`src/rtl/atten_ctrl_latch.sv`:
```
module atten_ctrl_latch #(
  parameter int CODE_W     = 7,
  parameter int PUP_CYCLES = 80000
) (
  input  logic              clk,
  input  logic              rst,
  input  logic              ser_sel_i,
  input  logic [CODE_W-1:0] par_code_i,
  input  logic              latch_en_i,
  input  logic [CODE_W-1:0] ser_word_i,
  input  logic              ser_valid_i,
  output logic [CODE_W-1:0] atten_code_o
);

  localparam int CNT_W = $clog2(PUP_CYCLES + 1);
  localparam logic [CODE_W-1:0] MAX_CODE = '1;

  logic [1:0]        sel_sy, le_sy;
  logic [CODE_W-1:0] pin_m, pin_s;
  logic              le_prev;
  logic [CNT_W-1:0]  pup_cnt;
  logic [CODE_W-1:0] code_q;

  wire sel_s    = sel_sy[1];
  wire le_s     = le_sy[1];
  wire le_fell  = le_prev & ~le_s;
  wire pup_done = (pup_cnt == CNT_W'(PUP_CYCLES));

  always_ff @(posedge clk) begin
    if (rst) begin
      sel_sy  <= '0;
      le_sy   <= '0;
      pin_m   <= '0;
      pin_s   <= '0;
      le_prev <= 1'b0;
    end else begin
      sel_sy  <= {sel_sy[0], ser_sel_i};
      le_sy   <= {le_sy[0], latch_en_i};
      pin_m   <= par_code_i;
      pin_s   <= pin_m;
      le_prev <= le_s;
    end
  end

  always_ff @(posedge clk) begin
    if (rst)            pup_cnt <= '0;
    else if (!pup_done) pup_cnt <= pup_cnt + 1'b1;
  end

  always_ff @(posedge clk) begin
    if (rst) begin
      code_q <= MAX_CODE;
    end else if (sel_s) begin
      if (ser_valid_i) code_q <= ser_word_i;
    end else if (le_s) begin
      if (pup_done) code_q <= pin_s;
    end else if (le_fell) begin
      code_q <= pin_s;
    end
  end

  assign atten_code_o = code_q;


  direct_follow_chk: assert property (@(posedge clk) disable iff (rst)
    (!sel_s && le_s && pup_done) |=> atten_code_o == $past(pin_s));


  latched_hold_chk: assert property (@(posedge clk) disable iff (rst)
    (!sel_s && !le_s && !le_fell) |=> $stable(atten_code_o));


  latch_capture_chk: assert property (@(posedge clk) disable iff (rst)
    (!sel_s && le_fell) |=> atten_code_o == $past(pin_s));


  pup_max_chk: assert property (@(posedge clk) disable iff (rst)
    (!pup_done && !sel_s && le_s && atten_code_o == MAX_CODE) |=> atten_code_o == MAX_CODE);


  serial_load_chk: assert property (@(posedge clk) disable iff (rst)
    (sel_s && ser_valid_i) |=> atten_code_o == $past(ser_word_i));


  serial_ignore_chk: assert property (@(posedge clk) disable iff (rst)
    (sel_s && !ser_valid_i) |=> $stable(atten_code_o));

endmodule

```
`config.mk`:
```
export PLATFORM = sky130hd
export DESIGN_NAME = atten_ctrl_latch
export DESIGN_NICKNAME = d
export VERILOG_FILES = /design/src/rtl/atten_ctrl_latch.sv
export SDC_FILE = /design/constraint.sdc
export NUM_CORES = 1
export LEC_CHECK = 0
export BUFFER_PORTS_ARGS = -buffer_cell sky130_fd_sc_hd__buf_2
export CAP_MARGIN = 20
export CORE_ASPECT_RATIO = 1.75
export CORE_MARGIN = 2
export CORE_UTILIZATION = 56
export CTS_CLUSTER_SIZE = 8
export DETAILED_ROUTE_END_ITERATION = 6
export PLACE_DENSITY = 0.86
export REMOVE_ABC_BUFFERS = 1
export SYNTH_ARGS = -nofsm -noshare
export SYNTH_HDL_FRONTEND = slang
export SYNTH_SLANG_ARGS = --single-unit
```
`constraint.sdc`:
```
create_clock -name clk -period 2.19 [get_ports clk]
set_clock_uncertainty 0.2 [all_clocks]
set_input_delay 0.219 -clock clk [delete_from_list [all_inputs] [get_ports clk]]
set_output_delay 0.219 -clock clk [all_outputs]
set_load 0.01 [all_outputs]
```
### Word-level counts from Yosys, hierarchy flattened

Cells that the tools add are included.

* add/subtract/negate cells: 1
* $mul: 0
* div/mod/pow operators: 0
* reduce and logical (&&, ||, !) cells: 2
* bitwise gates (word level): 2
* $lt $le $gt $ge: 0
* equal/unequal tests: 3
* multiplexer cells: 5
* shift-type cells: 0

Operator list (count)
* $mux 7: 5
* $add 17x1->17 const B: 1
* $eq 17x17->1 const B: 1
* $ne 3x2->1 const B: 1
* $reduce_and 3->1: 1
* $reduce_bool 3->1: 1
* $ne 2x2->1 const B: 1
* $and 1x1->1: 1
* $not 1->1: 1

* output and inout bits: 7
* input bits: 19
* memory bits (writable): 0
* word-level logic and storage cells: 20
* memory bits (read-only): 0
* memories kept: 0
* flip-flop bits (word level): 43
* latch bits: 0

### Depth between registers and ports, before layout

Gate-level depths: netlist of the first run.

* depth after elaboration: 5
* gate-level depth with buffers: 7
* depth with buffers taken out: 6

### Worst setup path after synthesis of the first run

No wires, ideal clock.

* kind: reg2reg
* start: reg pup_cnt[0]
* end: reg pup_cnt[16]
* path slack: 0.530 ns
* stages on the path, launching flop included: 5
* required time: 1.869 ns
* arrival: 1.339 ns
* setup time: 0.121 ns
* clock period less this slack: 1.660 ns
* path buffers: 0
* cells stage by stage: dfxtp_1 > ha_1 > nand4_1 > nor4_1 > mux2_2

* cells in the longest elaborated chain, start to end: 1
* elaborated cells between the ends (all ways): 2
* classes of those cells: add/sub: 1; eq/ne: 1

RTL lines
* from (decl): line 21 `logic [CNT_W-1:0] pup_cnt;`
* from (signal assigned): line 47 `else if (!pup_done) pup_cnt <= pup_cnt + 1'b1;`
* $add 17x1->17 or $eq 17x17->1 (tied branches): line 47, 27

Several ways; a longest one is shown, not always the timed one.
A chain may end at the register's enable or synchronous reset.

### Worst setup path after layout of the first run

* start: reg pup_cnt[9]
* end: reg code_q[2] (netlist: atten_code_o[2])

* cells in the longest elaborated chain, start to end: 3

RTL lines
* $eq 17x17->1: line 27 `wire pup_done = (pup_cnt == CNT_W'(PUP_CYCLES));`
* $ne 3x2->1 (no source line)
* $reduce_and 3->1 (no source line)
* to (signal assigned): line 54 `if (ser_valid_i) code_q <= ser_word_i;`
* to (signal assigned): line 56 `if (pup_done) code_q <= pin_s;`
* to (signal assigned): line 58 `code_q <= pin_s;`
* to (decl): line 22 `logic [CODE_W-1:0] code_q;`

Every way passes these cells.

==> results of run 1 <==
-- critical path: stages, from the launching register on --
cell and delay, ns:
dfxtp_1 0.35, nor4b_1 0.42, nand4_2 0.45, o221ai_1 0.36
a31oi_1 0.07
-- synthesized netlist by cell type (2+ instances only) --
| library cell | count |
|---|---|
| nand2b_1 | 8 |
| buf_2 | 2 |
| xor2_1 | 6 |
| inv_1 | 5 |
| mux2i_1 | 8 |
| nor4_1 | 2 |
| and4_1 | 2 |
| o21ai_0 | 3 |
| buf_4 | 2 |
| o221ai_1 | 7 |
| nor2_1 | 20 |
| nor4b_1 | 2 |
| dfxtp_1 | 43 |
| xnor2_1 | 5 |
| nor2b_1 | 20 |
| a31oi_1 | 7 |
| ha_1 | 2 |
| clkbuf_1 | 4 |
| nand2_1 | 11 |
| nand4_1 | 12 |
| nor3_1 | 2 |
| nand3_1 | 3 |
| or3_1 | 3 |
| a21oi_1 | 4 |
-- what timing repair did --
action,4_1_cts,5_1_grt
hold buffers,9,0
hold endpoints to repair,9,0
setup endpoints to repair,0,0
-- area by class of cell --
cell class | instances | area (um^2) | area share
multi-input cells | 140 | 927 | 0.417
flip-flops and latches | 43 | 861 | 0.387
repair buffers | 38 | 245 | 0.110
clock buffers | 5 | 68.8 | 0.0310
well taps | 43 | 53.8 | 0.0242
clock inverters | 3 | 47.5 | 0.0214
inverters | 5 | 18.8 | 0.00845
-- per-stage QoR --
step                power [mW]  cell area, um^2  utilization  hold slack [ns]  cells
floorplan                0.958             1810            -           0.0881    188
global placement          1.02             2020        0.635            0.218    260
detailed placement        1.03             2020        0.635            0.224    260
CTS                       1.67             2220        0.700            0.110    277
global route              1.73             2220        0.700            0.138    277
finish                    1.66             2220        0.700            0.113    277
-- registers in the layout, summed over array words and instances, names as in the netlist --
register,count
pup_cnt,17
atten_code_o,7
pin_m,7
pin_s,7
le_sy,2
sel_sy,2
le_prev,1
-- worst max path at each step --
| stage | startpoint | to | slack (ns) | depth (start not counted) |
|---|---|---|---|---|
| finish | pup_cnt[9] | atten_code_o[2] | 0.20 | 4 |
| global route | pup_cnt[2] | atten_code_o[2] | 0.07 | 4 |
| CTS | pup_cnt[10] | atten_code_o[2] | 0.22 | 4 |
| detailed placement | pup_cnt[9] | atten_code_o[1] | 0.26 | 4 |
| global placement | pup_cnt[0] | atten_code_o[5] | 0.30 | 6 |
| floorplan | sel_sy[1] | atten_code_o[0] | 0.51 | 4 |
-- power by group through the flow --
stage / logic (mW) / clock network, mW / registers (mW)
global placement: 0.159 / 0 / 0.865
detailed placement: 0.163 / 0 / 0.868
floorplan: 0.0812 / 0 / 0.876
CTS: 0.177 / 0.643 / 0.849
finish: 0.177 / 0.630 / 0.849
global route: 0.198 / 0.680 / 0.855
-- layout by cell type, fill, tap and decap left out, drive strengths merged, types with 5 or more instances in the layout --
cell / n
dfxtp: 43
buf: 29
nor2: 20
nor2b: 20
nand4: 13
nand2: 11
dlygate4sd3: 9
mux2i: 8
nand2b: 8
o221ai: 7
a31oi: 7
xor2: 6
inv: 6
xnor2: 5
clkbuf: 5
-- layer usage --
layer,up-vias,global-route usage,routed length [um]
li1,766,-,-
met2,45,0.368,1900
met5,-,0,0
met4,0,0.0973,82
met3,8,0.0674,130
met1,709,0.252,1520
-- logic make-up (layout without fill, tap and decap cells) --
family	Yosys count	count (layout)	synth area share
flops	43	43	0.462
simple gates	97	97	0.308
mux	9	9	0.0491
xor+xnor	11	11	0.0517
buf+inv	15	51	0.0396
compound gates	21	21	0.0753
fa+ha+maj	2	2	0.0134
==> results.json, run 1 <==
{
  "dpl.hpwl_mm": 2.39,
  "tritoncts.num_buffers": 5,
  "synth_top_area_frac": 0.462,
  "hold_depth": 2,
  "cp_max_fo": 17,
  "drtIter0Drc": 44,
  "antennaDiodeCount": 0,
  "cts_sinks": 43,
  "yosys.area.top_type": "dfxtp_1",
  "worstMarginPinSlew_ns": 0.463,
  "post_synth.cell_area_avg_um2": 9.40,
  "rsz0062_at_grt": "false",
  "cts_tree": "done",
  "viasPerCell": 5.52,
  "gp_congestion": 0.837,
  "p_sw_frac": 0.237,
  "crit_required_ns": 2.16,
  "grt-ovfl-total": 0,
  "fin_nets": 254,
  "path_class": "flop to flop",
  "syn_area_um2": 1860,
  "io_pins": 26,
  "grt_max_degree": 24,
  "synth_cell_type_count": 39,
  "synthArstFlopShare": 0,
  "maxCapViolCount": 0,
  "setup_viol": 0,
  "routed_wl_mm": 3.63,
  "synthCells": 198,
  "slew_viol_final": 0,
  "min_period_ns": 1.99,
  "ys_seq_area_frac": 0.462,
  "drc": 0,
  "regToRegSetupSlack_ns": 0.20,
  "drtAntennaViolNets": 0,
  "rr_endpoint": "atten_code_o[2]",
  "area_growth_pct": 19.4,
  "wl_per_cell_um": 13.1,
  "num_vias": 1528,
  "io_buffers": 25,
  "reg2reg_from": "pup_cnt[9]",
  "clkSlewWorstSetupHoldPaths_ns": 0.09,
  "start_util": 0.586,
  "fillers": 276,
  "power.share.clock": 0.380,
  "root_buffer": "clkbuf_8",
  "synth-edff-count": 0,
  "synth_flop_cell": "dfxtp_1",
  "worstRegToRegCells": 4,
  "clock_latency_ns": 0.30,
  "fp.dieH_um": 80.3,
  "max_freq_mhz": 503,
  "max_slew_margin": 0.690,
  "fin_crit_sh": 0.908,
  "status": "finished clean",
  "preCtsSetupSlack_ns": 0.259,
  "drive_gt1_frac": 0.192,
  "power_density_nw_per_um2": 745,
  "combPwrFrac": 0.107,
  "cts_resized": 0,
  "grt_pass1_vias": 1473,
  "switchingPower_mw": 0.393,
  "startpoint_type": "flop",
  "critPathCaptureType": "flop",
  "row_count": 27,
  "ys.warnings.count": 0,
  "coreArea_um2": 3180,
  "p_leak_nw": 0.848,
  "track_usage": 0.223,
  "clk_path_buf_depth": 2,
  "hold_end": "pin_s[2]",
  "min_from": "rst",
  "arrival_ns": 1.96,
  "grt_antenna_before_repair": 0,
  "dieArea_um2": 3820,
  "ir_worst_vdd_mv": 0.885,
  "tns_ns": 0,
  "min_path_type": "input pin to flop",
  "firstDrtPassIters": 4,
  "synth.top_cells.by_area": "dfxtp_1 (46%), nor2b_1 (6.7%), mux2i_1 (4.3%), nand4_1 (4.0%), nor2_1 (4.0%)",
  "die_w_um": 47.6,
  "htreeDepth": 2,
  "hold_violations": 0,
  "pwr-share-seq": 0.513,
  "setup_ws_ns": 0.201,
  "synth-seq-cells": 43,
  "post_cts_buffers": 0,
  "p_int_mw": 1.26,
  "grt_pass1_wl_mm": 6.13
}
Note: power is estimated with default switching activity, not from simulation.
==> run 2, diff against run 1 <==
==> constraint.sdc (replaced) <==
create_clock -name clk -period 2.19 [get_ports clk]
set_clock_uncertainty 0.2 [all_clocks]
set_input_delay 0.3285 -clock clk [delete_from_list [all_inputs] [get_ports clk]]
set_output_delay 0.3285 -clock clk [all_outputs]
set_load 0.01 [all_outputs]
==> run 2 against run 1 <==
  * Register-to-register slack improved by 0.03 ns
  * Utilization decreased by 2.7 points
  * Setup slack gained 0.028 ns
  * Die area did not move
  * Clock power is 2% lower
  * Non-clock buffer count decreased by 10
  * Clock-buffer cell count is the same
  * Fmax rose by 1.4%
  * First-iteration DRC count rose by 18%
  * Worst hold slack got worse by 0.086 ns
  * Largest cell class unchanged
  * Largest power group unchanged
  * Highest routed layer unchanged
==> results.json, run 2 (synthesis gave the netlist of run 1 again) <==
{
  "status": "finished clean",
  "p_leak_nw": 0.810,
  "cp_max_fo": 17,
  "arrival_ns": 1.93,
  "worstRegToRegCells": 4,
  "cts_resized": 0,
  "min_period_ns": 1.96,
  "hold_depth": 2,
  "layout_commonest_cell": "dfxtp_1",
  "clock_latency_ns": 0.30,
  "maxCapViolCount": 0,
  "firstDrtPassIters": 4,
  "gp_congestion": 0.844,
  "fp.dieH_um": 80.3,
  "wl_per_cell_um": 12.2,
  "clk_path_buf_depth": 2,
  "p_sw_frac": 0.231,
  "cts_hold_buf": 0,
  "fin_nets": 244,
  "tritoncts.num_buffers": 5,
  "path_class": "flop to flop",
  "pwr-share-seq": 0.520,
  "tns_ns": 0,
  "track_usage": 0.214,
  "start_util": 0.586,
  "clkSlewWorstSetupHoldPaths_ns": 0.08,
  "fillers": 280,
  "drtIter0Drc": 52,
  "rsz0062_at_grt": "false",
  "drive_gt1_frac": 0.196,
  "setup_viol": 0,
  "viasPerCell": 5.48,
  "power.share.clock": 0.379,
  "grt_pass1_wl_mm": 5.91,
  "power_density_nw_per_um2": 763,
  "largest_reg_flops": 17,
  "row_count": 27,
  "coreArea_um2": 3180,
  "die_w_um": 47.6,
  "startpoint_type": "flop",
  "drtAntennaViolNets": 0,
  "min_path_type": "input pin to flop",
  "root_buffer": "clkbuf_8",
  "fin_crit_sh": 0.896,
  "grt_max_degree": 31,
  "combPwrFrac": 0.100,
  "max_freq_mhz": 510,
  "regMostFlops": "pup_cnt",
  "max_slew_margin": 0.679,
  "worstMarginPinSlew_ns": 0.481,
  "drc": 0,
  "place_area_um2": 2020,
  "area_growth_pct": 14.8,
  "antennaDiodeCount": 0,
  "cts_tree": "done",
  "cts_sinks": 43,
  "dieArea_um2": 3820,
  "switchingPower_mw": 0.377,
  "layout_common_cells": "dfxtp_1 (43), buf_2 (25), nor2_1 (20), nor2b_1 (20), nand4_1 (12)",
  "num_vias": 1464,
  "post_cts_buffers": 0,
  "grt_antenna_before_repair": 0,
  "io_pins": 26,
  "htreeDepth": 2,
  "ir_worst_vdd_mv": 0.587,
  "p_int_mw": 1.25,
  "routed_wl_mm": 3.25,
  "dpl.hpwl_mm": 2.25,
  "critPathCaptureType": "flop",
  "io_buffers": 25,
  "crit_required_ns": 2.16,
  "grt-ovfl-total": 0,
  "grt_pass1_vias": 1428,
  "design_area_um2": 2140,
  "hold_violations": 0,
  "regToRegSetupSlack_ns": 0.23,
  "slew_viol_final": 0
}
run 2: per-layer routing:
layer	vias up	GRT usage	part of all wire
met4	0	0.138	0.036
met5	-	0	0
li1	745	-	-
met3	11	0.0629	0.045
met2	37	0.332	0.49
met1	671	0.243	0.43
run 2: through the flow:
stage	util	setup WS, ns	total power [mW]	std cells	hold slack, ns
6_report	0.673	0.229	1.63	267	0.0263
3_5_place_dp	0.636	0.221	1.03	259	0.222
2_1_floorplan	-	0.512	0.958	188	0.198
4_1_cts	0.673	0.215	1.65	267	0.0150
5_1_grt	0.673	0.0264	1.71	267	0.0160
3_3_place_gp	0.636	0.305	1.02	259	0.216
run 2: path summary, 6_finish.rpt:
path / from / endpoint
setup / recovery: pup_cnt[9] / atten_code_o[3]
hold / removal: par_code_i[4] / pin_m[4]
setup reg to reg: pup_cnt[9] / atten_code_o[3]
hold reg to reg: pin_m[3] / pin_s[3]
run 2: critical path: stages (launching register included):
cell	delay (ns)
dfxtp_1	0.35
nor4b_1	0.41
nand4_2	0.46
o221ai_1	0.36
a31oi_1	0.06
run 2: cell type report:
class	count	area [um^2]	share of cell area
repair buffers	28	160	0.0749
clock buffers	5	68.8	0.0322
clock inverters	3	47.5	0.0222
well taps	43	53.8	0.0252
inverters	5	18.8	0.00878
flip-flops and latches	43	861	0.403
multi-input cells	140	927	0.434
run 2: power groups by stage:
stage                     combinational, mW  sequential [mW]  clock [mW]
after global placement                0.159            0.865           0
after global routing                  0.186            0.855       0.673
final                                 0.164            0.848       0.618
after floorplan                      0.0812            0.876           0
after CTS                             0.165            0.849       0.640
after detailed placement              0.164            0.867           0
